File: src/rtl/lcd_spi_pkg.sv
package lcd_spi_pkg;

    typedef enum logic [2:0] {
        ST_IDLE,
        ST_LO,
        ST_HI,
        ST_GAP,
        ST_WAIT
    } wr_state_e;

    localparam int FRAME_BITS   = 8;
    localparam int FRAMES_PER_B = 4;
    localparam int POS_RS       = 3;
    localparam int POS_EN1      = 2;
    localparam int POS_EN0      = 1;

    typedef struct packed {
        wr_state_e  st;
        logic [7:0] shift;
        logic [2:0] bit_idx;
        logic [1:0] frame;
        logic [7:0] byte_q;
        logic       rs;
        logic       sel;
        logic       lng;
    } wr_core_s;

endpackage

File: src/rtl/lcd_spi_tick.sv
module lcd_spi_tick #(
    parameter int SCK_HALF = 2
) (
    input  logic clk,
    input  logic rst_n,
    input  logic clear,
    output logic tick
);
    localparam int CW = (SCK_HALF > 1) ? $clog2(SCK_HALF) : 1;
    localparam logic [CW-1:0] LAST = CW'(SCK_HALF - 1);

    logic [CW-1:0] cnt_d, cnt_q;

    always_comb begin
        tick  = (cnt_q == LAST);
        cnt_d = cnt_q;
        if (clear || tick) cnt_d = '0;
        else               cnt_d = cnt_q + 1'b1;
    end

    always_ff @(posedge clk or negedge rst_n) begin
        if (!rst_n) cnt_q <= '0;
        else        cnt_q <= cnt_d;
    end
endmodule

File: src/rtl/lcd_frame_build.sv
module lcd_frame_build
    import lcd_spi_pkg::*;
(
    input  logic [7:0] byte_in,
    input  logic       rs,
    input  logic       sel,
    input  logic [1:0] idx,
    output logic [7:0] frame
);
    logic [3:0] nib;
    logic       en;

    always_comb begin
        nib   = idx[1] ? byte_in[3:0] : byte_in[7:4];
        en    = ~idx[0];
        frame = '0;
        frame[7:4]     = nib;
        frame[POS_RS]  = rs;
        frame[POS_EN1] = en & sel;
        frame[POS_EN0] = en & ~sel;
    end
endmodule

File: src/rtl/lcd_wait_timer.sv
module lcd_wait_timer #(
    parameter int WAIT_SHORT = 5,
    parameter int WAIT_LONG  = 40
) (
    input  logic clk,
    input  logic rst_n,
    input  logic load,
    input  logic lng,
    output logic done
);
    localparam int MAXW = (WAIT_LONG > WAIT_SHORT) ? WAIT_LONG : WAIT_SHORT;
    localparam int WW   = $clog2(MAXW + 1);

    logic [WW-1:0] cnt_d, cnt_q;

    always_comb begin
        done  = (cnt_q == WW'(1));
        cnt_d = cnt_q;
        if (load)             cnt_d = lng ? WW'(WAIT_LONG) : WW'(WAIT_SHORT);
        else if (cnt_q != '0) cnt_d = cnt_q - 1'b1;
    end

    always_ff @(posedge clk or negedge rst_n) begin
        if (!rst_n) cnt_q <= '0;
        else        cnt_q <= cnt_d;
    end
endmodule

File: src/rtl/lcd_spi_writer.sv
module lcd_spi_writer
    import lcd_spi_pkg::*;
#(
    parameter int SCK_HALF   = 2,
    parameter int WAIT_SHORT = 5,
    parameter int WAIT_LONG  = 40
) (
    input  logic       clk,
    input  logic       rst_n,
    input  logic       in_valid,
    output logic       in_ready,
    input  logic [7:0] in_byte,
    input  logic       in_rs,
    input  logic       in_ctrl_sel,
    input  logic       in_long_wait,
    output logic       spi_sck,
    output logic       spi_mosi,
    output logic       spi_latch_n
);
    localparam logic [2:0] LAST_BIT   = 3'(FRAME_BITS - 1);
    localparam logic [1:0] LAST_FRAME = 2'(FRAMES_PER_B - 1);

    wr_core_s q, d;

    logic       tick, tick_clear;
    logic       wait_load, wait_done;
    logic       take_new;
    logic [7:0] bld_byte, bld_frame;
    logic       bld_rs, bld_sel;
    logic [1:0] bld_idx;

    lcd_spi_tick #(.SCK_HALF(SCK_HALF)) u_tick (
        .clk   (clk),
        .rst_n (rst_n),
        .clear (tick_clear),
        .tick  (tick)
    );

    lcd_wait_timer #(.WAIT_SHORT(WAIT_SHORT), .WAIT_LONG(WAIT_LONG)) u_wait (
        .clk   (clk),
        .rst_n (rst_n),
        .load  (wait_load),
        .lng   (q.lng),
        .done  (wait_done)
    );

    lcd_frame_build u_build (
        .byte_in (bld_byte),
        .rs      (bld_rs),
        .sel     (bld_sel),
        .idx     (bld_idx),
        .frame   (bld_frame)
    );

    always_comb begin
        take_new   = (q.st == ST_IDLE);
        bld_byte   = take_new ? in_byte     : q.byte_q;
        bld_rs     = take_new ? in_rs       : q.rs;
        bld_sel    = take_new ? in_ctrl_sel : q.sel;
        bld_idx    = take_new ? 2'd0        : q.frame + 2'd1;
        tick_clear = (q.st == ST_IDLE) || (q.st == ST_WAIT);
        wait_load  = (q.st == ST_GAP) && tick && (q.frame == LAST_FRAME);

        d = q;
        unique case (q.st)
            ST_IDLE: begin
                if (in_valid) begin
                    d.byte_q  = in_byte;
                    d.rs      = in_rs;
                    d.sel     = in_ctrl_sel;
                    d.lng     = in_long_wait;
                    d.shift   = bld_frame;
                    d.bit_idx = '0;
                    d.frame   = '0;
                    d.st      = ST_LO;
                end
            end
            ST_LO: begin
                if (tick) d.st = ST_HI;
            end
            ST_HI: begin
                if (tick) begin
                    if (q.bit_idx == LAST_BIT) begin
                        d.st = ST_GAP;
                    end else begin
                        d.bit_idx = q.bit_idx + 3'd1;
                        d.shift   = {q.shift[6:0], 1'b0};
                        d.st      = ST_LO;
                    end
                end
            end
            ST_GAP: begin
                if (tick) begin
                    if (q.frame == LAST_FRAME) begin
                        d.st = ST_WAIT;
                    end else begin
                        d.frame   = q.frame + 2'd1;
                        d.shift   = bld_frame;
                        d.bit_idx = '0;
                        d.st      = ST_LO;
                    end
                end
            end
            ST_WAIT: begin
                if (wait_done) d.st = ST_IDLE;
            end
            default: d.st = ST_IDLE;
        endcase
    end

    always_ff @(posedge clk or negedge rst_n) begin
        if (!rst_n) begin
            q.st      <= ST_IDLE;
            q.shift   <= '0;
            q.bit_idx <= '0;
            q.frame   <= '0;
            q.byte_q  <= '0;
            q.rs      <= 1'b0;
            q.sel     <= 1'b0;
            q.lng     <= 1'b0;
        end else begin
            q <= d;
        end
    end

    assign in_ready    = (q.st == ST_IDLE);
    assign spi_sck     = (q.st == ST_HI);
    assign spi_mosi    = q.shift[7];
    assign spi_latch_n = !((q.st == ST_LO) || (q.st == ST_HI));
endmodule

File: config.mk
export PLATFORM = sky130hd
export DESIGN_NAME = lcd_spi_writer
export DESIGN_NICKNAME = d
export VERILOG_FILES = /design/src/rtl/lcd_spi_pkg.sv /design/src/rtl/lcd_spi_tick.sv /design/src/rtl/lcd_frame_build.sv /design/src/rtl/lcd_wait_timer.sv /design/src/rtl/lcd_spi_writer.sv
export SDC_FILE = /design/constraint.sdc
export NUM_CORES = 1
export LEC_CHECK = 0
export ABC_AREA = 1
export BUFFER_PORTS_ARGS = -buffer_cell sky130_fd_sc_hd__buf_2
export CAP_MARGIN = 40
export CORE_MARGIN = 2
export CORE_UTILIZATION = 67
export CTS_BUF_LIST = sky130_fd_sc_hd__clkbuf_2 sky130_fd_sc_hd__clkbuf_4 sky130_fd_sc_hd__clkbuf_8
export DETAILED_ROUTE_END_ITERATION = 10
export HOLD_SLACK_MARGIN = 0.08
export PLACE_DENSITY = 0.88
export SYNTH_ARGS = -nofsm -noshare
export SYNTH_HDL_FRONTEND = slang
export SYNTH_HIERARCHICAL = 1
export SYNTH_SLANG_ARGS = --single-unit
File: constraint.sdc
create_clock -name clk -period 3.6 [get_ports clk]
set_input_delay 0.18 -clock clk [delete_from_list [all_inputs] [get_ports clk]]
set_output_delay 0.18 -clock clk [all_outputs]
set_load 0.005 [all_outputs]
Word level (Yosys, flattened, before mapping)
Index checks and enable logic that the tools add are counted.

storage, ports and cells
  bits in registers = 34
  output and inout port bits = 4

cells by class
  $add $sub $neg = 4
  eq/ne operators = 14
  mux-type cells = 21
  bitwise gates (word level) = 4
  reduce and logical (&&, ||, !) cells = 15

operators by type and width
  operator             count
  $pmux 11 s3          1
  $mux 27              1
  $mux 6               3
  $mux 16              1
  $pmux 3 s5           1
  $mux 14              1
  $mux 13              1
  $mux 11              1
  $mux 3               3
  $mux 8               1
  $ne 2x1->1 const B   4
  $eq 3x2->1 const B   2
  $eq 3x3->1 const B   2
  $eq 6x1->1 const B   1
  $ne 2x2->1 const B   3
  $reduce_and 6->1     1
  $reduce_bool 6->1    1
  $sub 6x1->6 const B  1
  $reduce_and 5->1     1
  $mux 2               2
  $mux 4               1
  $pmux 2 s2           1
  $reduce_and 4->1     1
  $reduce_bool 2->1    2
  other kinds (14)     21

Logic depth before layout (Yosys ltp)
  depth after elaboration = 7
  mapped depth = 14
  gate-level depth less buffers = 13

Cells and area by module
Netlist, hierarchy kept.

by module, submodules not included
  module           times used  cells an instance  area an instance (um2)  sequential area each (um2)
  lcd_spi_writer   1           243                1,704.1                 675.6
  lcd_wait_timer   1           49                 372.9                   150.1
  lcd_frame_build  1           19                 78.8                    0.0
  lcd_spi_tick     1           2                  28.8                    25.0

Worst setup path before layout
Ideal clock, no wire load.

  path kind = flip-flop to flip-flop
  start = register q[24] (netlist bit)
  end = register q[18] (netlist bit)
  data arrival time = 1,576 ps
  required time = 3,535 ps
  path slack = 1,959 ps
  cell stages (with the launch flop) = 14
  buffers on the path = 2
  clock period less this slack = 1,641 ps
  cell sequence = dfrtp_1 > buf_6 > nor2_4 > nand2_1 > clkbuf_1 > o21ai_0 > inv_1 > nor2_1 > nand2_1 > inv_1 > nand3_1 > nand3_1 > nand3_1 > nand2_1

between the ends
  elaborated cells on any way between the ends = 18
  those cells by class = eq/ne: 7; mux: 6; bitwise: 2; reduce/logical: 3

RTL lines
  element                 line                   RTL
  start: declaration      lcd_spi_writer.sv:23   wr_core_s q, d;
  $logic_not 3->1 *       lcd_spi_writer.sv:56   take_new = (q.st == ST_IDLE);
  $mux 1 *                lcd_spi_writer.sv:59   bld_sel = take_new ? in_ctrl_sel : q.sel;
  named net bld_sel       lcd_spi_writer.sv:29   logic bld_rs, bld_sel;
  $and 1x1->1 *           lcd_frame_build.sv:19  frame[POS_EN1] = en & sel;
  named net bld_frame[2]  lcd_spi_writer.sv:28   logic [7:0] bld_byte, bld_frame;
  $mux 13                 lcd_spi_writer.sv:94   if (q.frame == LAST_FRAME) begin
  $mux 16                 lcd_spi_writer.sv:93   if (tick) begin
  $pmux 11 s3 *           lcd_spi_writer.sv:65   unique case (q.st)

The timed path passes the listed nets; every way through them passes the cells marked *. The select of a mux whose other input is x is not followed.
A chain may end at the register's enable or synchronous reset.

Final worst setup path
  start = register q[25] (netlist bit)
  end = register q, in the netlist spi_mosi

between the ends
  longest elaborated chain between the ends = 6
  elaborated cells on any way between the ends = 17
  those cells by class = eq/ne: 7; mux: 7; reduce/logical: 3

RTL lines
  element                 line                   RTL
  $logic_not 3->1 *       lcd_spi_writer.sv:56
  $mux 2 *                lcd_spi_writer.sv:60   bld_idx = take_new ? 2'd0 : q.frame + 2'd1;
  named net bld_idx[1]    lcd_spi_writer.sv:30   logic [1:0] bld_idx;
  $mux 4 *                lcd_frame_build.sv:14  nib = idx[1] ? byte_in[3:0] : byte_in[7:4];
  named net bld_frame[7]  lcd_spi_writer.sv:28
  $mux 13                 lcd_spi_writer.sv:94
  $mux 16                 lcd_spi_writer.sv:93
  $pmux 11 s3 *           lcd_spi_writer.sv:65

Marked as above.

==> flow_summary.toml <==
[final_layout]
final_core_util_pct = 74.8
nets = 344
layout-drive-gt1-share_pct = 14.2
n_antenna_cell = 0
area_growth_pct = 5.44
stdcell_count = 369

[cts]
cts_hold_buf = 2
insertion_delay_ns = 0.34
htree_levels = 2
clock-sinks = 34
path_clk_slew_ns = 0.10
cts_setup_buffers = 0
cts_inserted_buffers = 5
clk_path_buf_depth = 2
cts_tree = "done"
cts_resized = 0
clockRootBuffer = "clkbuf_4"

[timing]
slew_violations = 0
rsz0062_at_grt = "no"
layout_min_cycle_time_ns = 2.37
worstMarginPinSlew_ns = 0.755
postLayoutSetupSlackWorst_ns = 1.23
fmax_mhz = 422
finalSetupViolations = 0
skew_ns = 0.00101
finalSetupTns_ns = 0
finalCritPeriodShare_pct = 65.9
hold-worst-slack_ns = 0.0904
relSlewSlack_pct = 49.7
hold_violations = 0

[worst_hold_path]
min_from = "in_byte[7]"
hold_path_class = "input port to flip-flop"
hold_depth = 3
min_to = "q[10]"

[yosys]
syn-num-nets = 333
yosysSeqAreaShare_pct = 38.9
yosys.area.top_type_share_pct = 38.9
synth-async-reset-ratio_pct = 100
syn-cell-area_mm2 = 0.00218
syn_area_per_cell_um2 = 6.98
synth_top_area_cell = "dfrtp_1"
yosys-top-cells-area = "dfrtp_1 (39%), nand2_1 (18%), nand3_1 (9.6%)"
synth_edf_count = 0
syn_inst = 313
synth_ff_type = "dfrtp_1"
yosysWarnings = 6
ys_seq_elements = 34
yosysUniqueCellTypes = 26

[placed_design]
portBuffers = 17
gp_congestion = 0.877
dpl.hpwl_um = 2940
pre_cts_ws_ns = 1.24
dp_cells = 358

[power_and_ir_drop]
p_clk_share_pct = 36.6
p_sw_mw = 0.149
cellPowerDensity_mw_per_mm2 = 279
ir_worst_vdd_mv = 0.258
p_leak_nw = 1.36
p_comb_share_pct = 3.8
p_seq_share_pct = 59.5
internal-power_mw = 0.494
sw_frac_of_total_pct = 23.2

[die]
start_util_pct = 71.0
fp.dieW_um = 61.1
std_cell_rows = 20
design.die.area_mm2 = 0.00373
fp.dieH_um = 61.1
core_mm2 = 0.00308
ios = 18

[route]
wl_per_cell_um = 11.4
drtAntennaViolNets = 0
routed_wl_um = 4200
via_per_inst = 5.26
num_vias = 1942
post-route-drc-count = 0
drtPass1Iterations = 4
drtIter0Drc = 113

[global_routing]
grt_pass1_wl_um = 7510
groute.usage.overall_pct = 26.9
grt_max_degree = 35
antenna_found_initial = 0
overflow = 0
grt_pass1_vias = 1862

[critical_path]
crit_family = "simple AND/OR/NAND/NOR gates"
critPathArrivalTime_ns = 2.62
cp-end-kind = "flip-flop"
crit_top_cell = "nand2_1"
crit_required_ns = 3.84
crit_path_top_delay_cell = "dfrtp_1"
regToRegEndpoint = "spi_mosi"
max_stage_delay_ns = 0.72
r2r-start = "q[25]"
r2r_slack_ns = 1.23
start_kind = "flip-flop"
r2r_cells = 13
crit_type = "flip-flop to flip-flop"
path_buf_inv = 3
path_cells = "nor2_4, nand2_1, inv_2, nor2_1, inv_2, nand2_1, nand2_1, nand2_1, inv_1, nand3_1, nand3_1, nand3_1, nand2_1"
worstPathMaxFanout = 22

[flow_run]
max-cap-violations = 0

[outcome]
status = "finished clean"
==> synth_stat cells (2+ instances only) <==
master / number
buf_4: 8
nand3_1: 42
inv_1: 36
nor2_1: 16
o21ai_0: 21
clkbuf_1: 2
inv_2: 5
nor2_4: 4
o21ai_1: 7
buf_6: 3
a21oi_1: 5
nor2_2: 4
buf_2: 2
nand2_1: 102
nand3_2: 2
nand4_1: 2
nand2_2: 5
dfrtp_1: 34
ha_1: 6
==> power groups by stage <==
stage	Clock (mW)	Sequential (mW)	Combinational, mW
finish	0.235	0.383	0.0245
global route	0.257	0.383	0.0293
CTS	0.239	0.383	0.0239
detailed placement	0	0.390	0.0220
global placement	0	0.390	0.0218
floorplan	0	0.390	0.00735
==> worst reg2reg max path: stages (launching register included) <==
cell,delay [ns]
dfrtp_1,0.72
nor2_4,0.07
nand2_1,0.45
inv_2,0.12
nor2_1,0.30
inv_2,0.09
nand2_1,0.08
nand2_1,0.07
nand2_1,0.06
inv_1,0.04
nand3_1,0.07
nand3_1,0.09
nand3_1,0.07
nand2_1,0.06
==> sequential cells by signal, summed over array words and instances (netlist names) <==
register,count
q,26
u_wait/cnt_q,6
spi_mosi,1
u_tick/tick,1
==> metrics by stage <==
step | area [µm²] | total power [mW]
final | 2300 | 0.642
after detailed placement | 2210 | 0.412
after floorplan | 2180 | 0.397
after global placement | 2210 | 0.412
after CTS | 2290 | 0.646
after global routing | 2300 | 0.669
==> routing by layer <==
layer  part of all wire, %  vias up  track usage, %
li1                      -     1004               -
met1                    45      881            33.8
met2                    49       47            44.4
met3                   4.7       10            7.35
met4                   1.7        0            10.2
met5                     0        -               0
==> cells in the final DEF, fill, tap and decap left out <==
master and instances:
buf_2 17, nor2_4 4, and3_1 1, nor2_2 4
or2_2 1, nand3b_1 1, a21oi_1 5, ha_1 6
nor3_1 1, o21ai_1 7, clkbuf_8 1, conb_1 1
nand3_2 2, nand3_1 42, nand4_1 2, dfrtp_1 34
clkinv_2 1, o21ai_0 21, nand2_1 102, xor2_1 1
nor2_1 16, inv_2 5, clkbuf_4 6, inv_1 36
dlygate4sd3_1 3, nand2_2 5
==> area by class of cell <==
cell class | count | area [µm²]
multi-input combinational | 222 | 1060
sequential | 34 | 851
fill | 255 | 774
inverter | 41 | 154
timing repair buffer | 20 | 115
clock buffer | 7 | 58.8
tap | 44 | 55.1
clock inverter | 1 | 5.00
==> how the worst max path moves through the flow <==
stage               startpoint        to  slack, ns  depth (start not counted)
detailed placement       q[25]  spi_mosi       1.24                         13
finish                   q[25]  spi_mosi       1.23                         13
global route             q[25]     q[20]       0.95                         13
CTS                      q[25]  spi_mosi       1.20                         13
floorplan                q[24]     q[18]       1.96                         13
global placement         q[25]  spi_mosi       1.35                         13
==> logic make-up after synthesis <==
| kind of cell | after synthesis | synth area share, % |
|---|---|---|
| xor gates and xnor gates | 1 | 0.401 |
| other | 1 | 0.172 |
| AOI/OAI and AO/OA | 33 | 7.56 |
| and+or+nand+nor | 181 | 37.2 |
| adders and majority gates | 6 | 3.44 |
| buffers and inverters | 57 | 12.3 |
| DFF | 34 | 38.9 |
Note: power is estimated with default switching activity, not from simulation.
